**config.mk**
```make
export PLATFORM = sky130hd
export DESIGN_NAME = irq_aggregator
export DESIGN_NICKNAME = d
export VERILOG_FILES = /design/src/rtl/irqc_pkg.sv /design/src/rtl/irqc_sync.sv /design/src/rtl/irqc_capture.sv /design/src/rtl/irqc_prio.sv /design/src/rtl/irq_aggregator.sv
export SDC_FILE = /design/constraint.sdc
export NUM_CORES = 1
export LEC_CHECK = 0
export ABC_AREA = 1
export CORE_MARGIN = 4
export CORE_UTILIZATION = 60
export CTS_CLUSTER_SIZE = 12
export DETAILED_ROUTE_END_ITERATION = 10
export DONT_BUFFER_PORTS = 1
export PLACE_DENSITY = 0.72
export SLEW_MARGIN = 20
export SYNTH_ARGS = -nofsm -noshare
export SYNTH_HDL_FRONTEND = slang
export SYNTH_SLANG_ARGS = --single-unit
```
**constraint.sdc**
```tcl
create_clock -name clk -period 2.3 [get_ports clk]
set_input_delay 0.345 -clock clk [delete_from_list [all_inputs] [get_ports clk]]
set_output_delay 0.345 -clock clk [all_outputs]
set_load 0.05 [all_outputs]
```
**src/rtl/irqc_pkg.sv**
```systemverilog
package irqc_pkg;
  localparam int REG_COUNT = 8;
  localparam int DATA_W    = 32;

  typedef enum logic [2:0] {
    RG_STATUS = 3'd0,
    RG_PEND   = 3'd1,
    RG_ENABLE = 3'd2,
    RG_ACK    = 3'd3,
    RG_SETEN  = 3'd4,
    RG_CLREN  = 3'd5,
    RG_VECT   = 3'd6,
    RG_MASTER = 3'd7
  } reg_sel_e;
endpackage

```
**src/rtl/irqc_sync.sv**
```systemverilog
module irqc_sync #(
  parameter int W = 32
) (
  input  logic         clk,
  input  logic         rst_n,
  input  logic [W-1:0] d,
  output logic [W-1:0] q
);
  logic [W-1:0] meta_q;

  always_ff @(posedge clk or negedge rst_n) begin
    if (!rst_n) begin
      meta_q <= '0;
      q      <= '0;
    end else begin
      meta_q <= d;
      q      <= meta_q;
    end
  end
endmodule

```
**src/rtl/irqc_capture.sv**
```systemverilog
module irqc_capture #(
  parameter int               N    = 32,
  parameter logic [N-1:0]     KIND = '0
) (
  input  logic         clk,
  input  logic         rst_n,
  input  logic [N-1:0] line_s,
  input  logic         cap_en,
  input  logic [N-1:0] ack_mask,
  input  logic         sw_load,
  input  logic [N-1:0] sw_data,
  output logic [N-1:0] status
);
  logic [N-1:0] hit;
  logic [N-1:0] status_d;

  for (genvar i = 0; i < N; i++) begin : g_line
    if (KIND[i]) begin : g_edge
      logic prev_q;
      always_ff @(posedge clk or negedge rst_n) begin
        if (!rst_n) prev_q <= 1'b0;
        else        prev_q <= line_s[i];
      end
      assign hit[i] = line_s[i] & ~prev_q;
    end else begin : g_level
      assign hit[i] = line_s[i];
    end
  end

  always_comb begin
    if (sw_load) status_d = sw_data;
    else         status_d = (status & ~ack_mask) | (hit & {N{cap_en}});
  end

  always_ff @(posedge clk or negedge rst_n) begin
    if (!rst_n) status <= '0;
    else        status <= status_d;
  end


  capture_wins_chk: assert property (@(posedge clk) disable iff (!rst_n)
    cap_en |=> (($past(hit) & ~status) == '0));


  gated_chk: assert property (@(posedge clk) disable iff (!rst_n)
    (!cap_en && !sw_load) |=> ((status & ~$past(status)) == '0));


  ack_clear_chk: assert property (@(posedge clk) disable iff (!rst_n)
    (!sw_load && (|ack_mask)) |=>
      ((status & $past(ack_mask & ~(hit & {N{cap_en}}))) == '0));
endmodule

```
**src/rtl/irqc_prio.sv**
```systemverilog
module irqc_prio #(
  parameter int N = 32,
  localparam int IDX_W = (N > 1) ? $clog2(N) : 1
) (
  input  logic [N-1:0]     req,
  output logic             found,
  output logic [IDX_W-1:0] idx
);
  always_comb begin
    idx = '0;
    for (int i = N - 1; i >= 0; i--) begin
      if (req[i]) idx = IDX_W'(i);
    end
  end

  assign found = |req;
endmodule

```
**src/rtl/irq_aggregator.sv**
```systemverilog
module irq_aggregator
  import irqc_pkg::*;
#(
  parameter int                N_IRQ  = 32,
  parameter logic [N_IRQ-1:0]  KIND   = '0,
  parameter int                ADDR_W = 6
) (
  input  logic              clk,
  input  logic              rst_n,
  input  logic [N_IRQ-1:0]  irq_lines,
  input  logic              bus_wr,
  input  logic [ADDR_W-1:0] bus_addr,
  input  logic [31:0]       bus_wdata,
  output logic [31:0]       bus_rdata,
  output logic              irq_out
);
  localparam int WORD_W = ADDR_W - 2;
  localparam int IDX_W  = (N_IRQ > 1) ? $clog2(N_IRQ) : 1;

  logic [WORD_W-1:0] word;
  logic              in_map;
  reg_sel_e          sel;
  logic              wr_hit;
  logic [N_IRQ-1:0]  line_s;
  logic [N_IRQ-1:0]  status;
  logic [N_IRQ-1:0]  enable_q;
  logic [1:0]        master_q;
  logic [N_IRQ-1:0]  pending;
  logic [N_IRQ-1:0]  ack_mask;
  logic              sw_load;
  logic              found;
  logic [IDX_W-1:0]  vec_idx;
  logic [31:0]       vector;
  logic [1:0]        unused_addr_lsb;

  assign unused_addr_lsb = bus_addr[1:0];
  assign word   = bus_addr[ADDR_W-1:2];
  assign in_map = (32'(word) < REG_COUNT);
  assign sel    = reg_sel_e'(word[2:0]);
  assign wr_hit = bus_wr && in_map;

  assign ack_mask = (wr_hit && sel == RG_ACK) ? bus_wdata[N_IRQ-1:0] : '0;
  assign sw_load  = wr_hit && sel == RG_STATUS && !master_q[1];

  irqc_sync #(.W(N_IRQ)) u_sync (
    .clk   (clk),
    .rst_n (rst_n),
    .d     (irq_lines),
    .q     (line_s)
  );

  irqc_capture #(.N(N_IRQ), .KIND(KIND)) u_capture (
    .clk      (clk),
    .rst_n    (rst_n),
    .line_s   (line_s),
    .cap_en   (master_q[1]),
    .ack_mask (ack_mask),
    .sw_load  (sw_load),
    .sw_data  (bus_wdata[N_IRQ-1:0]),
    .status   (status)
  );

  always_ff @(posedge clk or negedge rst_n) begin
    if (!rst_n) begin
      enable_q <= '0;
      master_q <= '0;
    end else if (wr_hit) begin
      case (sel)
        RG_ENABLE: enable_q <= bus_wdata[N_IRQ-1:0];
        RG_SETEN:  enable_q <= enable_q | bus_wdata[N_IRQ-1:0];
        RG_CLREN:  enable_q <= enable_q & ~bus_wdata[N_IRQ-1:0];
        RG_MASTER: master_q <= bus_wdata[1:0];
        default:   ;
      endcase
    end
  end

  assign pending = status & enable_q;

  irqc_prio #(.N(N_IRQ)) u_prio (
    .req   (pending),
    .found (found),
    .idx   (vec_idx)
  );

  assign vector  = found ? 32'(vec_idx) : '1;
  assign irq_out = master_q[0] & found;

  always_comb begin
    bus_rdata = '0;
    if (in_map) begin
      case (sel)
        RG_STATUS: bus_rdata = 32'(status);
        RG_PEND:   bus_rdata = 32'(pending);
        RG_ENABLE: bus_rdata = 32'(enable_q);
        RG_VECT:   bus_rdata = vector;
        RG_MASTER: bus_rdata = 32'(master_q);
        default:   bus_rdata = '0;
      endcase
    end
  end


  set_en_chk: assert property (@(posedge clk) disable iff (!rst_n)
    (wr_hit && sel == RG_SETEN) |=>
      ((enable_q & $past(bus_wdata[N_IRQ-1:0])) == $past(bus_wdata[N_IRQ-1:0])));


  clr_en_chk: assert property (@(posedge clk) disable iff (!rst_n)
    (wr_hit && sel == RG_CLREN) |=>
      ((enable_q & $past(bus_wdata[N_IRQ-1:0])) == '0));


  sw_load_chk: assert property (@(posedge clk) disable iff (!rst_n)
    sw_load |=> (status == $past(bus_wdata[N_IRQ-1:0])));


  lowest_chk: assert property (@(posedge clk) disable iff (!rst_n)
    found |-> (pending[vec_idx] &&
      ((pending & ((N_IRQ'(1) << vec_idx) - N_IRQ'(1))) == '0)));
endmodule

```
==> results of run 1 <==
## per-stage QoR
stage                     cells  hold WS, ns
after floorplan             642       0.0494
after CTS                   927       -0.509
after global placement      820       0.0522
after detailed placement    820       0.0527
## repair_timing
item                                   in CTS
endpoints found under the hold margin     192
hold buffers                               61
gates resized for setup                    47
setup buffers                              14
pin swaps                                  17
setup endpoints to repair                  33
## metal layers
metal  overflow  global-route usage (%)
met1          0                    74.0
met2          6                    88.7
met3          0                    59.7
met4          9                    77.2
met5          0                    18.6
## cell families after synthesis
logic type	share of synthesized area (%)
and+or+nand+nor	10.6
buffers and inverters	7.55
AOI/OAI and AO/OA	25.6
DFF	56.2
==> results.txt, run 1 <==
status: stopped before the end
Fail Step: 5_1_grt
First Err: [ERROR GRT-0232] Routing congestion too high. Check the congestion heatmap in the GUI.
die extent in x: 106 um
RePlAce Congestion: 0.925
HPWL Detailed: 11,000 um
H-tree depth: 4
#FFs+latches synth: 130
most common cell in the synthesized netlist: dfrtp_1
Post-DP Area: 0.00719 mm2
Synth cell types: 26
Avg Cell Area, Syn: 9.01 um2
# IOs: 106
antenna violations before repair: 6
Starting Density: 62.0%
pre-CTS setup slack: -0.410 ns
GRT Overall Usage: 74.1%
clock sinks: 130
top cells by count, synth: dfrtp_1, a21oi_1, nand2_1
Post-Synthesis Cell Area: 0.00579 mm2
row count: 35
total gr overflow: 15
Mapped Cells: 642
critical endpoint after global-route timing repair: bus_rdata[0]
Ys Warns: 0
Num CTS Buffers: 17
# port buffers: 0
Post-Syn Nets: 715
Worst EP Category: output port
root buffer cell: clkbuf_8
top_reg_cell synth: dfrtp_1
post-synthesis sequential area ratio: 56.2%
Die Y: 106 um
Post-synth EDFFs: 0
largest net degree at the start of global routing: 131
Synth area leaders: dfrtp_1, a21oi_1, o22ai_1
Async S/R FF share, synth: 100%
Synth area leader: dfrtp_1
Longest Clk Path Bufs: 2
top-area cell type share of the netlist area: 56.2%
==> inputs of run 2 (changes only) <==
--- a/config.mk
+++ b/config.mk
@@ -7,11 +7,10 @@
 export LEC_CHECK = 0
 export ABC_AREA = 1
 export CORE_MARGIN = 4
-export CORE_UTILIZATION = 60
-export CTS_CLUSTER_SIZE = 12
+export CORE_UTILIZATION = 40
 export DETAILED_ROUTE_END_ITERATION = 10
 export DONT_BUFFER_PORTS = 1
-export PLACE_DENSITY = 0.72
+export PLACE_DENSITY_LB_ADDON = 0.15
 export SLEW_MARGIN = 20
 export SYNTH_ARGS = -nofsm -noshare
 export SYNTH_HDL_FRONTEND = slang
==> run 2 against run 1 <==
Compared with the run above:
- the flow now finishes, with violations (negative hold slack, negative setup slack)
- area after synthesis did not move
- synthesized cell count did not move
==> results.txt, run 2 <==
DRC Markers: 0
final hold vios: 130
vias in the first global route: 5,609
Ys Warns: 0 (unchanged)
pwr/cell area: 913 mW/mm2
vias: 5,352
maximum vdd drop: 0.000579 V
top-area cell type share of the netlist area: 56.2% (unchanged)
Worst Setup Path Type: reg2out
Synth area leaders: dfrtp_1, a21oi_1, o22ai_1
RePlAce Congestion: 0.910 (-1.6%)
Slew headroom: 62.4%
status: complete, but fails checks
number of max-cap violations: 0
largest net degree at the start of global routing: 131
Crit path depth: 35
Final nets: 849
post-synthesis sequential area ratio: 56.2% (unchanged)
PnR worst setup slack: -0.856 ns
Fin Hold WS: -0.383 ns
Max Slew Vio Count: 0
Critical Path RT: 1.96 ns
Adder-Cell Fraction of Synth Area: 0% (unchanged)
antenna diode count: 0
Placed Instances: 875 (+6.7%)
number of DRC markers in iteration 0: 451
compound-gate portion of the synthesized area: 25.6% (unchanged)
Die ar.: 0.0165 mm2
Avg Cell Area, Syn: 9.01 um2 (unchanged)
clk_lat worst skew: 0.42 ns
RSZ-0062 raised after global routing: yes
Async S/R FF share, synth: 100% (unchanged)
WL per Instance: 18.0 um
Post-Syn Nets: 715 (unchanged)
fin crit period: 3.16 ns
XOR/XNOR share of the synthesized area: 0% (unchanged)
final setup violation count: 33
largest family of logic cells by synthesized area: compound AO/OA/AOI/OAI gates
Worst setup EP type: output pin
GRT Overall Usage: 21.8%
Vias/cell: 5.53
Startpoint Class: flop
actual slew at the worst max-slew pin: 0.560 ns
clk slew on worst S/H paths: 0.06 ns
antenna violations before repair: 0
Worst Path Max Fanout: 2
most common cell after layout, fill and taps aside: dfrtp_1
mux contribution to synthesized area: 0% (unchanged)
Post-CTS Hold Buffers: 32 (-48%)
Top cell by count, worst path: nand2_1
Starting Density: 41.2% (-21 points)
Max Freq: 0.317 GHz
most common cell in the synthesized netlist: dfrtp_1
CTS tree: yes
Final period util: 137%
Crit-path slowest cell: dfrtp_1
Synth area leader: dfrtp_1
share of layout cells above drive strength 1: 29.7%
first-pass GRT wire length: 28,300 um
critical path data arrival time: 2.81 ns
Synth cell types: 26 (unchanged)
#FFs+latches synth: 130 (unchanged)
Post-Synthesis Cell Area: 0.00579 mm2 (unchanged)
Post-Route WL: 17,400 um
Die Y: 128 um (+21%)
H-tree depth: 4 (unchanged)
worst min path class: in2async
Simple-Gate Fraction of Synth Area: 10.6% (unchanged)
# IOs: 106 (unchanged)
R2R cell count: 5
Mapped Cells: 642 (unchanged)
clock sinks: 130 (unchanged)
Top delay family on crit path: simple AND/OR/NAND/NOR gates
Non-Filler Instances: 967
Leak: 0.00378 uW
Routed Antenna Nets: 0
slowest stage delay, CP: 0.37 ns
failing checks: negative hold slack, negative setup slack
HPWL Detailed: 10,800 um (-1.1%)
die extent in x: 128 um (+21%)
row count: 43 (+23%)
total gr overflow: 0
DRT Pass-1 Iters: 5
worst path bufs/invs: 2
Longest Clk Path Bufs: 2 (unchanged)
Max Clock Skew: 0.00613 ns
core box area: 0.0140 mm2
# port buffers: 0 (unchanged)
top_reg_cell synth: dfrtp_1
top cells by count, synth: dfrtp_1, a21oi_1, nand2_1
area delta synth->final: 49.4%
root buffer cell: clkbuf_16
Post-synth EDFFs: 0 (unchanged)
Num CTS Buffers: 17 (unchanged)
most frequent cells in the layout: dfrtp_1, buf_4, inv_1
run 2: power breakdown:
| group | switching, uW | leakage, uW | total, uW | internal [uW] |
|---|---|---|---|---|
| Combinational | 1240 | 0.00202 | 2320 | 1070 |
| Clock | 976 | 0.000275 | 2690 | 1720 |
| Sequential | 249 | 0.00148 | 2880 | 2630 |
| Total | 2470 | 0.00378 | 7890 | 5420 |
run 2: worst paths after layout:
| check | slack, ns | to | start |
|---|---|---|---|
| setup / recovery | -0.86 | bus_rdata[0] | u_capture.status[31] |
| hold / removal | -0.38 | u_sync.q[2] | rst_n |
| setup reg to reg | 0.71 | u_capture.status[11] | master_q[1] |
| hold reg to reg | 0.35 | u_sync.q[15] | u_sync.meta_q[15] |
| max in group asynchronous | 2.42 | enable_q[10] | rst_n |
| min in group clk | 0.07 | u_capture.status[18] | bus_wdata[18] |
run 2: area by class of cell:
class | count | area (um2)
Fill cell | 1163 | 5400
Inverter | 78 | 293
Tap cell | 180 | 225
Multi-Input combinational cell | 396 | 2560
Timing Repair Buffer | 153 | 1730
Clock buffer | 21 | 450
Clock inverter | 9 | 131
Sequential cell | 130 | 3250
run 2: cell families (layout without fill, tap and decap cells):
family / after synthesis / in the layout
buffers and inverters: 116 / 261
AND/OR/NAND/NOR: 141 / 141
flip-flops: 130 / 130
AO/OA/AOI/OAI: 255 / 255
run 2: stage by stage:
step | setup WS [ns] | instance area, um2 | util [%] | power (uW) | TNS [ns]
6_report | -0.856 | 8640 | 61.6 | 7890 | -19.65
4_1_cts | -0.838 | 8530 | 60.7 | 7850 | -18.87
3_3_place_gp | -0.367 | 7290 | 51.9 | 4880 | -3.79
3_5_place_dp | -0.378 | 7290 | 51.9 | 4920 | -4.19
2_1_floorplan | -0.164 | 6130 | - | 4100 | -0.181
5_1_grt | -1.18 | 8640 | 61.6 | 8300 | -24.99
run 2: timing repair:
action,in CTS,in global routing
endpoints found under the setup margin,33,33
gates cloned,1,0
resized for setup,37,7
pin swaps,13,5
buffers inserted,18,11
hold endpoints to repair,162,130
run 2: per-layer routing:
| layer | GRT usage (%) | routed length, um | vias up |
|---|---|---|---|
| met5 | 0 | 0 | - |
| met4 | 7.74 | 330 | 0 |
| met3 | 6.04 | 1060 | 31 |
| met2 | 35.0 | 8530 | 178 |
| met1 | 28.4 | 7440 | 2657 |
| li1 | - | - | 2486 |
Power figures use the tool's default switching activity.
==> inputs of run 3 (changes only) <==
--- a/config.mk
+++ b/config.mk
@@ -5,7 +5,6 @@
 export SDC_FILE = /design/constraint.sdc
 export NUM_CORES = 1
 export LEC_CHECK = 0
-export ABC_AREA = 1
 export CORE_MARGIN = 4
 export CORE_UTILIZATION = 40
 export DETAILED_ROUTE_END_ITERATION = 10
==> run 3 against run 2 <==
Compared with the run above:
- the flow still finishes with violations (negative hold slack, negative setup slack)
- register-to-register slack lost 0.12 ns
- worst setup slack better by 0.38 ns
- via count grew 7.1%
- sequential power is 11% lower
- hold slack better by 0.0032 ns
- highest routed layer unchanged
- wire length up 12%
- clock-buffer cell count did not move
- non-clock buffer count up 15
- first-iteration DRC count rose by 26%
- clock power grew 17%
- largest cell class unchanged
- critical path depth down 26
==> results.txt, run 3 <==
HPWL Detailed: 12,400 um (+15%)
die extent in x: 132 um (+2.9%)
Synth cell types: 44 (+69%)
reg2reg start: master_q[1]
Leak: 0.00380 uW (+0.59%)
Worst Setup Path Type: reg2out
Die ar.: 0.0174 mm2 (+5.9%)
Avg Cell Area, Syn: 9.26 um2 (+2.7%)
most common cell in the synthesized netlist: dfrtp_1
Post-Synthesis Cell Area: 0.00615 mm2 (+6.2%)
# port buffers: 0 (unchanged)
clock sinks: 130 (unchanged)
WL per Instance: 19.2 um (+6.8%)
maximum vdd drop: 0.000587 V (+1.4%)
CTS tree: yes
end-of-flow core utilization: 59.0% (-2.6 points)
Worst Path Max Fanout: 9 (+7)
Simple-Gate Fraction of Synth Area: 13.2% (+2.6 points)
first-pass GRT wire length: 32,200 um (+14%)
Layout fillers: 1,244 (+7.0%)
final setup violation count: 33 (unchanged)
post-synthesis sequential area ratio: 52.9% (-3.3 points)
mux contribution to synthesized area: 0% (unchanged)
#FFs+latches synth: 130 (unchanged)
Mapped Cells: 664 (+3.4%)
pwr/cell area: 783 mW/mm2 (-14%)
Num CTS Buffers: 17 (unchanged)
R2R Path End: u_capture.status[13]
most frequent cells in the layout: dfrtp_1, nand2_1, buf_4
status: complete, but fails checks
Multi-input gate area: 0.00283 mm2 (+10%)
clk_lat worst skew: 0.43 ns (about the same)
share of layout cells above drive strength 1: 26.5% (-3.2 points)
area delta synth->final: 45.3%
number of DRC markers in iteration 0: 569 (+26%)
flop2flop setup slack: 0.59 ns (-0.12 ns)
worst min path class: in2async
Worst setup EP type: output pin
Max Freq: 0.360 GHz (+13%)
Max Slew Vio Count: 0 (unchanged)
PnR worst setup slack: -0.481 ns (+0.375 ns)
number of max-cap violations: 0 (unchanged)
Longest Clk Path Bufs: 2 (unchanged)
GRT Overall Usage: 23.1% (+1.3 points)
setup TNS: -14.13 ns (+5.52 ns)
row count: 45 (+4.7%)
antenna violations before repair: 0 (unchanged)
R2R cell count: 4 (-1)
Critical Path RT: 1.96 ns (about the same)
Vias/cell: 5.68 (+2.5%)
register area: 0.00325 mm2 (about the same)
Adder-Cell Fraction of Synth Area: 0% (unchanged)
Post-Syn Nets: 737 (+3.1%)
Routed Antenna Nets: 0 (unchanged)
Startpoint Class: flop
vias in the first global route: 6,068 (+8.2%)
critical path data arrival time: 2.44 ns (-0.37 ns)
Fin Hold WS: -0.379 ns (+0.00324 ns)
# IOs: 106 (unchanged)
RSZ-0062 raised after global routing: yes
most common cell after layout, fill and taps aside: dfrtp_1
core box area: 0.0151 mm2 (+7.9%)
largest net degree at the start of global routing: 131 (unchanged)
failing checks: negative hold slack, negative setup slack
top-area cell type share of the netlist area: 52.9% (-3.3 points)
Post-DP Area: 0.00762 mm2 (+4.5%)
antenna diode count: 0 (unchanged)
Synth area leaders: dfrtp_1, nand2_1, a22oi_1
largest family of logic cells by synthesized area: compound AO/OA/AOI/OAI gates
top_reg_cell synth: dfrtp_1
Post-Route WL: 19,400 um (+12%)
Final period util: 121% (-16 points)
DRC Markers: 0 (unchanged)
Max Clock Skew: 0.0102 ns (+0.00412 ns)
Ys Warns: 0 (unchanged)
RePlAce Congestion: 0.949 (+4.3%)
Final nets: 882 (+3.9%)
Pwr Total: 7000 uW (-11%)
root buffer cell: clkbuf_16
Starting Density: 40.6% (-0.62 points)
DRT Pass-1 Iters: 5 (unchanged)
fin crit period: 2.78 ns (-0.375 ns)
Die Y: 132 um (+2.9%)
compound-gate portion of the synthesized area: 28.8% (+3.2 points)
Async S/R FF share, synth: 100% (unchanged)
Synth area leader: dfrtp_1
total gr overflow: 0 (unchanged)
final hold vios: 130 (unchanged)
Final Instance Area: 0.00893 mm2 (+3.3%)
H-tree depth: 4 (unchanged)
XOR/XNOR share of the synthesized area: 0% (unchanged)
top cells by count, synth: dfrtp_1, nand2_1, a21oi_1
Post-synth EDFFs: 0 (unchanged)
actual slew at the worst max-slew pin: 0.529 ns (-0.0304 ns)
vias: 5,732 (+7.1%)
Slew headroom: 64.7% (+2.3 points)
clk slew on worst S/H paths: 0.06 ns (about the same)
==> run 3: changes by cell type after synthesis, moves of 6 or more <==
cell      delta
a21oi_1     -15
a221oi_1    +31
a22oi_1     +14
inv_1       -37
nand2_1     +22
nand2_2     -10
nand2_4      -6
nor2b_1     +14
o21a_1      +27
o22ai_1     -52
==> run 3: worst max-delay path, stage by stage, from the launching register on <==
cell and delay [ns]:
dfrtp_1 0.40, a22oi_2 0.19, buf_4 0.15, nand4_1 0.12, or3_4 0.44, nor2_4 0.16
buf_6 0.13, buf_12 0.14, o21a_4 0.15, buf_12 0.13
==> run 3: stage by stage <==
| step | instances | hold WS, ns | setup slack (ns) |
|---|---|---|---|
| 2_1_floorplan | 664 | 0.0494 | -0.120 |
| 3_3_place_gp | 935 | 0.0552 | -0.116 |
| 3_5_place_dp | 935 | 0.0553 | -0.151 |
| 4_1_cts | 1012 | -0.397 | -0.487 |
| 5_1_grt | 1010 | -0.401 | -0.596 |
| 6_report | 1010 | -0.379 | -0.481 |
==> run 3: worst max path at each step <==
stage | start | endpoint | slack (ns) | depth (start not counted)
after floorplan | enable_q[3] | bus_rdata[0] | -0.12 | 7
after global placement | enable_q[14] | bus_rdata[8] | -0.12 | 8
after detailed placement | u_capture.status[24] | bus_rdata[11] | -0.15 | 7
after CTS | enable_q[23] | bus_rdata[22] | -0.49 | 9
after global routing | enable_q[23] | bus_rdata[0] | -0.60 | 9
final | enable_q[23] | bus_rdata[22] | -0.48 | 9
==> run 3: cells by family after synthesis <==
group | Yosys count
buf+inv | 78
simple gates | 184
flops | 130
compound gates | 272
==> run 3: report_power, final <==
| part | switching [uW] | internal [uW] | leakage (uW) |
|---|---|---|---|
| logic | 640 | 625 | 0.00197 |
| registers | 116 | 2450 | 0.00150 |
| clock network | 1030 | 2130 | 0.000334 |
| total | 1790 | 5210 | 0.00380 |
==> run 3: layout make-up <==
cell class,count,share of cell area [%]
repair buffers,168,20.0
clock inverters,11,2.49
flip-flops and latches,130,36.4
clock buffers,21,5.27
well taps,188,2.63
inverters,36,1.51
multi-input cells,456,31.6
==> run 3: layer usage <==
layer  track usage [%]  vias up  part of all wire [%]
li1                  -     2678                     -
met1              29.8     2811                    43
met2              37.9      210                    49
met3              6.64       33                   6.9
met4              6.83        0                   1.8
met5                 0        -                     0
==> run 3: timing repair <==
item | in CTS | in global routing
hold buffers | 32 | 1
endpoints found under the hold margin | 162 | 131
setup endpoints to repair | 33 | 33
setup buffers | 14 | 0
cloned | 1 | 0
pin swaps | 11 | 4
resized for setup | 38 | 8
